**config.mk**
```make
export PLATFORM = sky130hd
export DESIGN_NAME = phy_pwr_seq
export DESIGN_NICKNAME = d
export VERILOG_FILES = /design/src/rtl/phy_seq_pkg.sv /design/src/rtl/phy_seq_step_table.sv /design/src/rtl/phy_seq_wait_timer.sv /design/src/rtl/phy_pwr_seq.sv
export SDC_FILE = /design/constraint.sdc
export NUM_CORES = 1
export LEC_CHECK = 0
export BUFFER_PORTS_ARGS = -buffer_cell sky130_fd_sc_hd__buf_2
export CAP_MARGIN = 20
export CORE_MARGIN = 2
export CORE_UTILIZATION = 40
export CTS_CLUSTER_SIZE = 24
export DETAILED_ROUTE_END_ITERATION = 8
export GPL_ROUTABILITY_DRIVEN = 0
export PLACE_DENSITY = 0.72
export SYNTH_ARGS = -nofsm -noshare
export SYNTH_HDL_FRONTEND = slang
export SYNTH_SLANG_ARGS = --single-unit
```
**constraint.sdc**
```tcl
create_clock -name clk_i -period 2.8 [get_ports clk_i]
set_input_delay 0.84 -clock clk_i [delete_from_list [all_inputs] [get_ports clk_i]]
set_output_delay 0.84 -clock clk_i [all_outputs]
set_load 0.05 [all_outputs]
```
**src/rtl/phy_seq_pkg.sv**
```systemverilog
package phy_seq_pkg;

    localparam int PART_W  = 3;
    localparam int OFS_W   = 5;
    localparam int DATA_W  = 8;
    localparam int PDIV_W  = 5;
    localparam int FBDIV_W = 9;
    localparam int STEP_W  = 4;

    localparam logic [PART_W-1:0] PART_ANA  = 3'd0;
    localparam logic [PART_W-1:0] PART_DIG  = 3'd1;
    localparam logic [PART_W-1:0] PART_LVDS = 3'd7;

    localparam logic [2:0] MODE_MIPI = 3'b001;
    localparam logic [2:0] MODE_LVDS = 3'b010;

    typedef enum logic [1:0] {PROG_UP_MIPI, PROG_UP_LVDS, PROG_DOWN} prog_e;
    typedef enum logic [1:0] {WT_NONE, WT_SHORT, WT_LONG} wait_e;
    typedef enum logic [1:0] {ST_IDLE, ST_WRITE, ST_WAIT} state_e;

    typedef struct packed {
        logic [PART_W-1:0] part;
        logic [OFS_W-1:0]  offset;
        logic [DATA_W-1:0] mask;
        logic [DATA_W-1:0] value;
        wait_e             wt;
        logic              last;
    } step_t;

    function automatic step_t mk_step(logic [PART_W-1:0] part, logic [OFS_W-1:0] ofs,
                                      logic [DATA_W-1:0] mask, logic [DATA_W-1:0] val,
                                      wait_e wt, logic last);
        step_t s;
        s.part   = part;
        s.offset = ofs;
        s.mask   = mask;
        s.value  = val;
        s.wt     = wt;
        s.last   = last;
        return s;
    endfunction

endpackage

```
**src/rtl/phy_seq_step_table.sv**
```systemverilog
module phy_seq_step_table
    import phy_seq_pkg::*;
(
    input  prog_e                    prog_i,
    input  logic [STEP_W-1:0]        idx_i,
    input  logic [PDIV_W-1:0]        prediv_i,
    input  logic [FBDIV_W-1:0]       fbdiv_i,
    output step_t                    step_o
);

    localparam logic [DATA_W-1:0] LVDS_PDIV  = 8'd2;
    localparam logic [DATA_W-1:0] LVDS_FBDIV = 8'd28;

    logic [DATA_W-1:0] pdiv_val, fb_hi_val, fb_lo_val;

    always_comb begin
        pdiv_val  = DATA_W'(prediv_i);
        fb_hi_val = DATA_W'({fbdiv_i[FBDIV_W-1], 5'b0});
        fb_lo_val = fbdiv_i[DATA_W-1:0];
    end

    always_comb begin
        step_o = mk_step(PART_ANA, 5'h00, 8'h00, 8'h00, WT_NONE, 1'b1);
        if (prog_i == PROG_DOWN) begin
            case (idx_i)
                4'd0: step_o = mk_step(PART_ANA,  5'h00, 8'h7C, 8'h00, WT_NONE, 1'b0);
                4'd1: step_o = mk_step(PART_ANA,  5'h01, 8'h03, 8'h03, WT_NONE, 1'b0);
                4'd2: step_o = mk_step(PART_ANA,  5'h00, 8'h03, 8'h02, WT_NONE, 1'b0);
                4'd3: step_o = mk_step(PART_ANA,  5'h00, 8'h80, 8'h80, WT_NONE, 1'b0);
                4'd4: step_o = mk_step(PART_LVDS, 5'h0B, 8'hF8, 8'h00, WT_NONE, 1'b0);
                4'd5: step_o = mk_step(PART_LVDS, 5'h01, 8'h80, 8'h00, WT_NONE, 1'b0);
                4'd6: step_o = mk_step(PART_LVDS, 5'h0B, 8'h05, 8'h05, WT_NONE, 1'b1);
                default: ;
            endcase
        end else if (idx_i == 4'd0) begin
            step_o = mk_step(PART_ANA, 5'h00, 8'h80, 8'h00, WT_NONE, 1'b0);
        end else if (idx_i == 4'd1) begin
            step_o = mk_step(PART_ANA, 5'h00, 8'h03, 8'h01, WT_NONE, 1'b0);
        end else if (prog_i == PROG_UP_MIPI) begin
            case (idx_i)
                4'd2:  step_o = mk_step(PART_LVDS, 5'h03, 8'h07, MODE_MIPI, WT_NONE, 1'b0);
                4'd3:  step_o = mk_step(PART_ANA,  5'h03, 8'h1F, pdiv_val,  WT_NONE, 1'b0);
                4'd4:  step_o = mk_step(PART_ANA,  5'h03, 8'h20, fb_hi_val, WT_NONE, 1'b0);
                4'd5:  step_o = mk_step(PART_ANA,  5'h04, 8'hFF, fb_lo_val, WT_NONE, 1'b0);
                4'd6:  step_o = mk_step(PART_ANA,  5'h01, 8'h03, 8'h00, WT_NONE,  1'b0);
                4'd7:  step_o = mk_step(PART_ANA,  5'h01, 8'h04, 8'h04, WT_SHORT, 1'b0);
                4'd8:  step_o = mk_step(PART_ANA,  5'h01, 8'h04, 8'h00, WT_NONE,  1'b0);
                4'd9:  step_o = mk_step(PART_DIG,  5'h00, 8'h01, 8'h00, WT_SHORT, 1'b0);
                4'd10: step_o = mk_step(PART_DIG,  5'h00, 8'h01, 8'h01, WT_NONE,  1'b0);
                4'd11: step_o = mk_step(PART_ANA,  5'h00, 8'h7C, 8'h7C, WT_NONE,  1'b1);
                default: ;
            endcase
        end else begin
            case (idx_i)
                4'd2:  step_o = mk_step(PART_ANA,  5'h08, 8'h10, 8'h10, WT_NONE, 1'b0);
                4'd3:  step_o = mk_step(PART_LVDS, 5'h03, 8'h07, MODE_LVDS, WT_NONE, 1'b0);
                4'd4:  step_o = mk_step(PART_ANA,  5'h03, 8'h1F, LVDS_PDIV, WT_NONE, 1'b0);
                4'd5:  step_o = mk_step(PART_ANA,  5'h03, 8'h20, {2'b0, LVDS_FBDIV[7], 5'b0}, WT_NONE, 1'b0);
                4'd6:  step_o = mk_step(PART_ANA,  5'h04, 8'hFF, LVDS_FBDIV, WT_NONE, 1'b0);
                4'd7:  step_o = mk_step(PART_LVDS, 5'h0B, 8'h05, 8'h00, WT_LONG,  1'b0);
                4'd8:  step_o = mk_step(PART_LVDS, 5'h00, 8'h04, 8'h00, WT_SHORT, 1'b0);
                4'd9:  step_o = mk_step(PART_LVDS, 5'h00, 8'h04, 8'h04, WT_NONE,  1'b0);
                4'd10: step_o = mk_step(PART_LVDS, 5'h01, 8'h80, 8'h80, WT_NONE,  1'b0);
                4'd11: step_o = mk_step(PART_LVDS, 5'h0B, 8'hF8, 8'hF8, WT_NONE,  1'b1);
                default: ;
            endcase
        end
    end

endmodule

```
**src/rtl/phy_seq_wait_timer.sv**
```systemverilog
module phy_seq_wait_timer #(
    parameter int CNT_W = 8
) (
    input  logic             clk_i,
    input  logic             rst_ni,
    input  logic             load_i,
    input  logic [CNT_W-1:0] load_val_i,
    input  logic             dec_i,
    output logic             expired_o
);

    logic [CNT_W-1:0] cnt_d, cnt_q;

    always_comb begin
        cnt_d = cnt_q;
        if (load_i)
            cnt_d = load_val_i;
        else if (dec_i && cnt_q != '0)
            cnt_d = cnt_q - 1'b1;
    end

    always_ff @(posedge clk_i or negedge rst_ni) begin
        if (!rst_ni) cnt_q <= '0;
        else         cnt_q <= cnt_d;
    end

    assign expired_o = (cnt_q == '0);

    // the sequencer never counts down a gap that has already run out
    p_dec_live_r4: assert property (@(posedge clk_i) disable iff (!rst_ni)
        dec_i |-> !expired_o);

    // loading and counting are never requested together
    p_load_excl_r6: assert property (@(posedge clk_i) disable iff (!rst_ni)
        !(load_i && dec_i));

endmodule

```
**src/rtl/phy_pwr_seq.sv**
```systemverilog
module phy_pwr_seq
    import phy_seq_pkg::*;
#(
    parameter int SHORT_WAIT = 100,
    parameter int LONG_WAIT  = 2000000
) (
    input  logic               clk_i,
    input  logic               rst_ni,
    input  logic               start_i,
    input  logic               stop_i,
    input  logic [2:0]         mode_i,
    input  logic [4:0]         prediv_i,
    input  logic [8:0]         fbdiv_i,
    output logic               wr_en_o,
    output logic [2:0]         wr_part_o,
    output logic [4:0]         wr_offset_o,
    output logic [7:0]         wr_mask_o,
    output logic [7:0]         wr_value_o,
    output logic               busy_o,
    output logic               done_o,
    output logic               error_o
);

    localparam int WAIT_MAX = (LONG_WAIT > SHORT_WAIT) ? LONG_WAIT : SHORT_WAIT;
    localparam int CNT_W    = $clog2(WAIT_MAX + 1);
    localparam logic [CNT_W-1:0] SHORT_LD = CNT_W'(SHORT_WAIT - 1);
    localparam logic [CNT_W-1:0] LONG_LD  = CNT_W'(LONG_WAIT - 1);

    typedef struct packed {
        state_e               state;
        prog_e                prog;
        logic [STEP_W-1:0]    idx;
        logic [PDIV_W-1:0]    prediv;
        logic [FBDIV_W-1:0]   fbdiv;
        logic                 done;
        logic                 err;
    } ctl_t;

    ctl_t  r_d, r_q;
    step_t step;
    logic  mode_ok;
    logic  tmr_load, tmr_dec, tmr_expired;
    logic [CNT_W-1:0] tmr_val;

    phy_seq_step_table u_table (
        .prog_i   (r_q.prog),
        .idx_i    (r_q.idx),
        .prediv_i (r_q.prediv),
        .fbdiv_i  (r_q.fbdiv),
        .step_o   (step)
    );

    phy_seq_wait_timer #(.CNT_W(CNT_W)) u_timer (
        .clk_i      (clk_i),
        .rst_ni     (rst_ni),
        .load_i     (tmr_load),
        .load_val_i (tmr_val),
        .dec_i      (tmr_dec),
        .expired_o  (tmr_expired)
    );

    assign mode_ok = (mode_i == MODE_MIPI) || (mode_i == MODE_LVDS);
    assign tmr_val = (step.wt == WT_LONG) ? LONG_LD : SHORT_LD;

    always_comb begin
        r_d      = r_q;
        r_d.done = 1'b0;
        tmr_load = 1'b0;
        tmr_dec  = 1'b0;
        case (r_q.state)
            ST_IDLE: begin
                if (start_i) begin
                    if (mode_ok) begin
                        r_d.state  = ST_WRITE;
                        r_d.prog   = (mode_i == MODE_MIPI) ? PROG_UP_MIPI : PROG_UP_LVDS;
                        r_d.idx    = '0;
                        r_d.prediv = prediv_i;
                        r_d.fbdiv  = fbdiv_i;
                        r_d.err    = 1'b0;
                    end else begin
                        r_d.err    = 1'b1;
                    end
                end else if (stop_i) begin
                    r_d.state = ST_WRITE;
                    r_d.prog  = PROG_DOWN;
                    r_d.idx   = '0;
                    r_d.err   = 1'b0;
                end
            end
            ST_WRITE: begin
                if (step.last) begin
                    r_d.state = ST_IDLE;
                    r_d.done  = 1'b1;
                end else if (step.wt != WT_NONE) begin
                    r_d.state = ST_WAIT;
                    tmr_load  = 1'b1;
                end else begin
                    r_d.idx   = r_q.idx + 1'b1;
                end
            end
            ST_WAIT: begin
                if (tmr_expired) begin
                    r_d.state = ST_WRITE;
                    r_d.idx   = r_q.idx + 1'b1;
                end else begin
                    tmr_dec   = 1'b1;
                end
            end
            default: r_d.state = ST_IDLE;
        endcase
    end

    always_ff @(posedge clk_i or negedge rst_ni) begin
        if (!rst_ni) begin
            r_q.state  <= ST_IDLE;
            r_q.prog   <= PROG_DOWN;
            r_q.idx    <= '0;
            r_q.prediv <= '0;
            r_q.fbdiv  <= '0;
            r_q.done   <= 1'b0;
            r_q.err    <= 1'b0;
        end else begin
            r_q <= r_d;
        end
    end

    assign wr_en_o     = (r_q.state == ST_WRITE);
    assign wr_part_o   = wr_en_o ? step.part   : '0;
    assign wr_offset_o = wr_en_o ? step.offset : '0;
    assign wr_mask_o   = wr_en_o ? step.mask   : '0;
    assign wr_value_o  = wr_en_o ? step.value  : '0;
    assign busy_o      = (r_q.state != ST_IDLE);
    assign done_o      = r_q.done;
    assign error_o     = r_q.err;

    // done is a single-cycle pulse
    p_done_single_r9: assert property (@(posedge clk_i) disable iff (!rst_ni)
        done_o |=> !done_o);

    // done only follows a write and comes with busy low
    p_done_after_write_r9: assert property (@(posedge clk_i) disable iff (!rst_ni)
        done_o |-> (!busy_o && $past(wr_en_o)));

    // the last table step ends the order in the next cycle
    p_last_ends_r8: assert property (@(posedge clk_i) disable iff (!rst_ni)
        (wr_en_o && step.last) |=> (done_o && !wr_en_o));

    // a gap that runs out is followed at once by the next write
    p_gap_then_write_r4: assert property (@(posedge clk_i) disable iff (!rst_ni)
        (r_q.state == ST_WAIT && tmr_expired) |=> wr_en_o);

    // the running program does not change while busy
    p_ignore_busy_r10: assert property (@(posedge clk_i) disable iff (!rst_ni)
        (busy_o && (start_i || stop_i)) |=> (r_q.prog == $past(r_q.prog)));

    // an unsupported mode raises error and starts nothing
    p_bad_mode_r11: assert property (@(posedge clk_i) disable iff (!rst_ni)
        (!busy_o && start_i && !mode_ok) |=> (error_o && !busy_o && !wr_en_o));

endmodule

```
==> Word-level counts from Yosys, hierarchy flattened <==
Index checks and enable logic that the tools add are counted.
{ "word_totals": {"ff_bits": 45, "input_bits": 21, "elab_cells": 87, "out_inout_bits": 28} }
{ "classes": {"n_eq_ne": 24, "n_addsub": 2, "mux": 36, "n_reduce_logical": 17} }
{ "op_table": {"columns": ["cell", "count"], "rows": [
  ["$pmux W27 S10", 2],
  ["$pmux W27 S7", 1],
  ["$mux W27", 4],
  ["$mux W21", 3],
  ["$mux W8", 4],
  ["$mux W22", 1],
  ["$logic_not A21 Y1", 1],
  ["$reduce_bool A21 Y1", 1],
  ["$sub A21 B1 Y21 const B", 1],
  ["$eq A4 B3 Y1 const B", 4],
  ["$eq A4 B4 Y1 const B", 4],
  ["$mux W4", 3],
  ["$pmux W4 S3", 1],
  ["$mux W1", 11],
  ["$eq A4 B2 Y1 const B", 2],
  ["$reduce_bool A2 Y1", 4],
  ["$eq A2 B2 Y1 const B", 3],
  ["$mux W2", 3],
  ["$ne A2 B2 Y1 const B", 3],
  ["$ne A3 B3 Y1 const B", 2],
  ["$pmux W2 S3", 1],
  ["$reduce_and A3 Y1", 2],
  ["$reduce_and A6 Y1", 1],
  ["$mux W5", 1],
  ["15 further kinds", 16]
]} }

==> Longest topological paths before layout <==
{ "logic_depth": {"depth_word": 11, "mapped_depth": 10, "depth_no_buf": 7} }

==> Cells and area by module <==
A second synthesis with hierarchy kept.
{ "hier_totals": {"hier_cells": 461, "hier_area_um2": 3865.0} }
{ "modules_own_cells": {"columns": ["module", "seq_area_each_um2", "area_per_inst_um2", "instances", "cells_each"], "rows": [
  ["phy_seq_wait_timer", 525.5, 1373.8, 1, 146],
  ["phy_pwr_seq", 601.8, 1360.1, 1, 127],
  ["phy_seq_step_table", 0.0, 1131.1, 1, 188]
]} }

==> Least setup slack after synthesis <==
OpenSTA, ideal clock, no wires.
{ "synth_path": {"path_type": "register to output", "startpoint": "reg r_q[17] (netlist bit)", "endpoint": "out wr_value_o[2]", "slack_ps": -1981, "n_path_buf": 2, "stages_incl_launch_ff": 9, "arrival_time_ps": 3941, "required_ps": 1960, "cell_sequence": "dfrtp_1 > inv_1 > ha_1 > buf_2 > and2_1 > clkbuf_1 > a221o_1 > a31oi_1 > a2111oi_0"} }
{ "synth_between": {"elab_chain_len": 7, "word_cells_on_any_way": 20, "classes_between": "11 x eq/ne; 8 x mux; 1 x reduce/logical"} }
{ "synth_lines": {"columns": ["item", "line", "rtl"], "rows": [
  ["from (decl)", "phy_pwr_seq.sv:39", "ctl_t r_d, r_q;"],
  ["from (signal assigned)", "phy_pwr_seq.sv:123", "r_q <= r_d;"],
  ["$eq A4 B4 Y1, or another cell as far along", "phy_seq_step_table.sv:40, phy_seq_step_table.sv:54", null],
  ["$pmux W27 S10, on equally long branches", "phy_seq_step_table.sv:54, phy_seq_step_table.sv:40", null],
  ["$mux W27", "phy_seq_step_table.sv:39", "end else if (prog_i == PROG_UP_MIPI) begin"],
  ["$mux W27", "phy_seq_step_table.sv:37", "end else if (idx_i == 4'd1) begin"],
  ["$mux W27", "phy_seq_step_table.sv:35", "end else if (idx_i == 4'd0) begin"],
  ["$mux W27 (*)", "phy_seq_step_table.sv:24", "if (prog_i == PROG_DOWN) begin"],
  ["$mux W8 (*)", "phy_pwr_seq.sv:131", "assign wr_value_o = wr_en_o ? step.value : '0;"],
  ["to (decl)", "phy_pwr_seq.sv:18", "output logic [7:0] wr_value_o,"]
]} }
Mark *: on every way between the ends. The rest lies on a longest branch, timed or not.

==> Final worst setup path <==
{ "layout_path": {"startpoint": "reg r_q[18] (netlist bit)", "endpoint": "out wr_mask_o[4]"} }
{ "layout_between": {"elab_chain_len": 7, "word_cells_on_any_way": 20, "classes_between": "11 x eq/ne; 8 x mux; 1 x reduce/logical"} }
{ "layout_lines": {"columns": ["item", "line", "rtl"], "rows": [
  ["$eq A4 B4 Y1, or another cell as far along", "phy_seq_step_table.sv:40, phy_seq_step_table.sv:54", null],
  ["$pmux W27 S10, on equally long branches", "phy_seq_step_table.sv:54, phy_seq_step_table.sv:40", null],
  ["$mux W27", "phy_seq_step_table.sv:39", null],
  ["$mux W27", "phy_seq_step_table.sv:37", null],
  ["$mux W27", "phy_seq_step_table.sv:35", null],
  ["$mux W27 (*)", "phy_seq_step_table.sv:24", null],
  ["$mux W8 (*)", "phy_pwr_seq.sv:130", "assign wr_mask_o = wr_en_o ? step.mask : '0;"],
  ["to (decl)", "phy_pwr_seq.sv:17", "output logic [7:0] wr_mask_o,"]
]} }
Marked as above.

==> qor.yml <==
outcome:
  status: "finished with violations"
  violations: "setup timing"
timing:
  setup_viol: 23
  finalSetupTns_ns: -6.59
  max_slew_margin: 0.547
  grt_setup_unrepaired: "yes"
  period_minus_slack_ns: 3.17
  hold_viol_final: 0
  layout_setup_ws_ns: -0.366
  drv_slew: 0
  finClkSkew_ns: 0.00659
  period_share: 1.13
  worst_pin_slew_ns: 0.677
  fmax_mhz: 316
global_routing:
  grt_max_degree: 46
  antenna_found_initial: 0
  gr-total-overflow: 0
  grt_util_all_layers: 0.234
  busiest_layer: "met2"
  grt_pass1_wl_mm: 18.7
  met3_usage: 0.0348
  met1_usage: 0.288
  grt_pass1_vias: 3871
  use_met2: 0.415
critical_path:
  critPathKind: "flip-flop to output pin"
  slowest_delay_ns: 0.46
  ff2ff_path_depth: 8
  cp-endpoint: "wr_mask_o[4]"
  cp-start-kind: "flip-flop"
  cp-startpoint: "r_q[18]"
  rrSetupSlack_ns: 0.17
  cp_data_required_time_ns: 1.96
  crit_cells: 9
  cp.arrival_ns: 2.33
  cp_max_fo: 7
  endpoint_kind: "output pin"
  slowest_stage: "dfrtp_1"
  crit_chain: "inv_2 -> ha_4 -> buf_8 -> o211ai_1 -> and2_1 -> o21ai_1 -> a21oi_2 -> a21oi_4 -> buf_6"
  path_delay_family: "compound AO/OA/AOI/OAI gates"
  r2r-start: "r_q[17]"
  rr_endpoint: "u_timer.cnt_q[10]"
  cp.buffers_inverters: 3
route:
  ant_nets: 0
  drt-initial-drc-count: 295
  wl_per_cell_um: 18.9
  drt_drc_violations_left: 0
  totalWireLength_mm: 12.3
  post_drt_via_cell_ratio: 6.17
  via_count: 4001
  firstDrtPassIters: 5
layout:
  area_delta_synth_final_pct: 53.6
  num_antenna_cells: 0
  nets: 573
  drive_above_1_share: 0.493
pwr:
  design_power_total_uw: 5590
  p_leak_uw: 0.00236
  cellPowerDensity_mw_per_mm2: 1020
  vdd_drop_max_mv: 0.464
die:
  row_count: 34
  core-area_mm2: 0.00868
  die_area_mm2: 0.00972
  die_w_um: 98.6
  initial_utilization: 0.412
  die_h_um: 98.6
  ios: 49
synthesis:
  synthCells: 416
  ys_warn_count: 0
  avgSynthCellArea_um2: 8.60
  async_flop_share: 1.00
  synth_edf_count: 0
  synth_nets: 450
  syn-cell-area_mm2: 0.00358
  synth.distinct_cells: 76
  synth-main-ff-cell: "dfrtp_1"
  synth-seq-cells: 45
  seq_area_frac_synth: 0.315
clocking:
  postCtsHoldBufs: 0
  cts_root_buffer: "clkbuf_8"
  clkLatencyLatePin_ns: 0.30
  cts_max_level: 2
  cts_tree: "yes"
  cts_buffer_depth: 2
  cts.clk_slew.worst_paths_ns: 0.09
  clock-sinks: 45
  cts_buffers: 5
worst_hold_path:
  hold_path.class: "flip-flop to flip-flop"
placement:
  numPortBuffers: 47
  hpwl_mm: 7.84
flow_run:
  max_cap_violations: 0
[per-stage QoR]
| stage | instance area [µm²] | utilization | instances | hold WS [ns] | setup slack [ns] |
|---|---|---|---|---|---|
| finish | 5500 | 0.633 | 648 | 0.487 | -0.366 |
| global route | 5500 | 0.633 | 648 | 0.535 | -0.543 |
| CTS | 5210 | 0.600 | 634 | 0.494 | -0.250 |
| detailed placement | 4530 | 0.522 | 613 | 0.473 | -0.143 |
| global placement | 4530 | 0.522 | 613 | 0.472 | -0.119 |
| floorplan | 3810 | - | 416 | 0.450 | -0.137 |
[worst min path at each step]
| stage | from | end | slack, ns | cells after the start |
|---|---|---|---|---|
| final | error_o | error_o | 0.49 | 2 |
| after global routing | r_q[4] | r_q[4] | 0.53 | 1 |
| after floorplan | r_q[9] | r_q[9] | 0.45 | 1 |
| after CTS | error_o | error_o | 0.49 | 2 |
| after detailed placement | error_o | error_o | 0.47 | 2 |
| after global placement | r_q[9] | r_q[9] | 0.47 | 1 |
[where the power goes]
group          leakage (µW)  internal (µW)  switching, µW
Clock             0.0000574            290            233
Combinational       0.00172           1780           2280
Sequential         0.000587            825            176
[cell usage in the layout, fill, tap and decap left out, types with 5 or more instances in the layout]
| cell | instances |
|---|---|
| o21a_1 | 7 |
| nor2_2 | 6 |
| a21oi_4 | 8 |
| nand3_1 | 11 |
| nor2_1 | 19 |
| buf_2 | 24 |
| nor4_1 | 5 |
| nand2_2 | 5 |
| dfrtp_1 | 42 |
| nor3_1 | 12 |
| clkbuf_8 | 6 |
| a21oi_1 | 13 |
| mux2_2 | 10 |
| nand2_1 | 36 |
| o21ai_0 | 19 |
| buf_6 | 36 |
| ha_1 | 5 |
| mux2_1 | 5 |
| a211oi_1 | 7 |
| buf_4 | 74 |
| a21oi_2 | 7 |
| ha_4 | 7 |
| inv_1 | 14 |
| buf_8 | 7 |
| o211ai_1 | 11 |
[state kept, by name, indices dropped and copies added (netlist names)]
signal,flops
error_o,1
r_q,22
u_timer.cnt_q,21
done_o,1
[cell usage after synthesis (2+ instances only)]
cell type,instances,area (µm²)
a211oi_1,9,67.6
a211oi_2,3,37.5
a21boi_0,2,15.0
a21oi_1,28,140
a221o_1,3,30.0
a221oi_1,4,35.0
a22o_1,3,26.3
a22oi_1,4,30.0
a2bb2oi_1,4,35.0
a31o_1,3,26.3
a31oi_1,4,25.0
a32oi_1,3,26.3
and2_1,6,37.5
and4b_1,2,20.0
buf_2,9,45.0
buf_4,3,22.5
buf_6,4,45.0
clkbuf_1,12,45.0
dfrtp_1,44,1100
ha_1,13,163
inv_1,18,67.6
mux2_1,5,56.3
mux2_2,10,113
mux2i_1,2,20.0
nand2_1,42,158
nand2b_1,2,12.5
nand3_1,13,65.1
nand4b_1,3,26.3
nor2_1,27,101
nor3_1,17,85.1
nor4_1,5,31.3
nor4_2,2,25.0
o211ai_1,11,82.6
o21a_1,12,90.1
o21ai_0,26,130
o221a_2,2,22.5
o22ai_1,3,18.8
o31a_1,3,26.3
o31ai_1,5,37.5
or2_2,4,25.0
or3_1,4,25.0
or4_1,2,15.0
xor2_1,2,17.5
[per-layer routing]
metal  routed length, µm  vias to the layer above  share of wire
met5                   0                        -              0
met4                 412                        0          0.034
met3                 694                       46          0.057
met2                6280                      200           0.51
met1                4890                     1939           0.40
li1                    -                     1816              -
[area by class of cell]
cell class,count,area [µm²]
repair buffers,144,1250
flip-flops and latches,45,1130
well taps,108,135
inverters,18,70.1
clock inverters,2,37.5
fillers,641,3180
clock buffers,6,82.6
multi-input cells,325,2790
[logic make-up (layout without fill, tap and decap cells)]
logic type | count (synthesis) | after routing | synth area share
flops | 45 | 45 | 0.315
compound gates | 148 | 148 | 0.299
simple gates | 142 | 142 | 0.212
mux | 17 | 17 | 0.0528
buf+inv | 46 | 170 | 0.0629
other cells | 1 | 1 | 0.00105
fa+ha+maj | 13 | 13 | 0.0455
xor+xnor | 4 | 4 | 0.0119
[tightest hold or removal path: stages (launching register included)]
cell	delay, ns
dfrtp_1	0.35
nand2_1	0.05
o31ai_1	0.06
[timing repair]
item	in CTS	in global routing
gates cloned	0	1
resized for setup	124	35
pin swaps	24	19
hold endpoints to repair	0	0
buffers inserted	13	13
setup endpoints to repair	23	23
(Power assumes the default switching activity.)
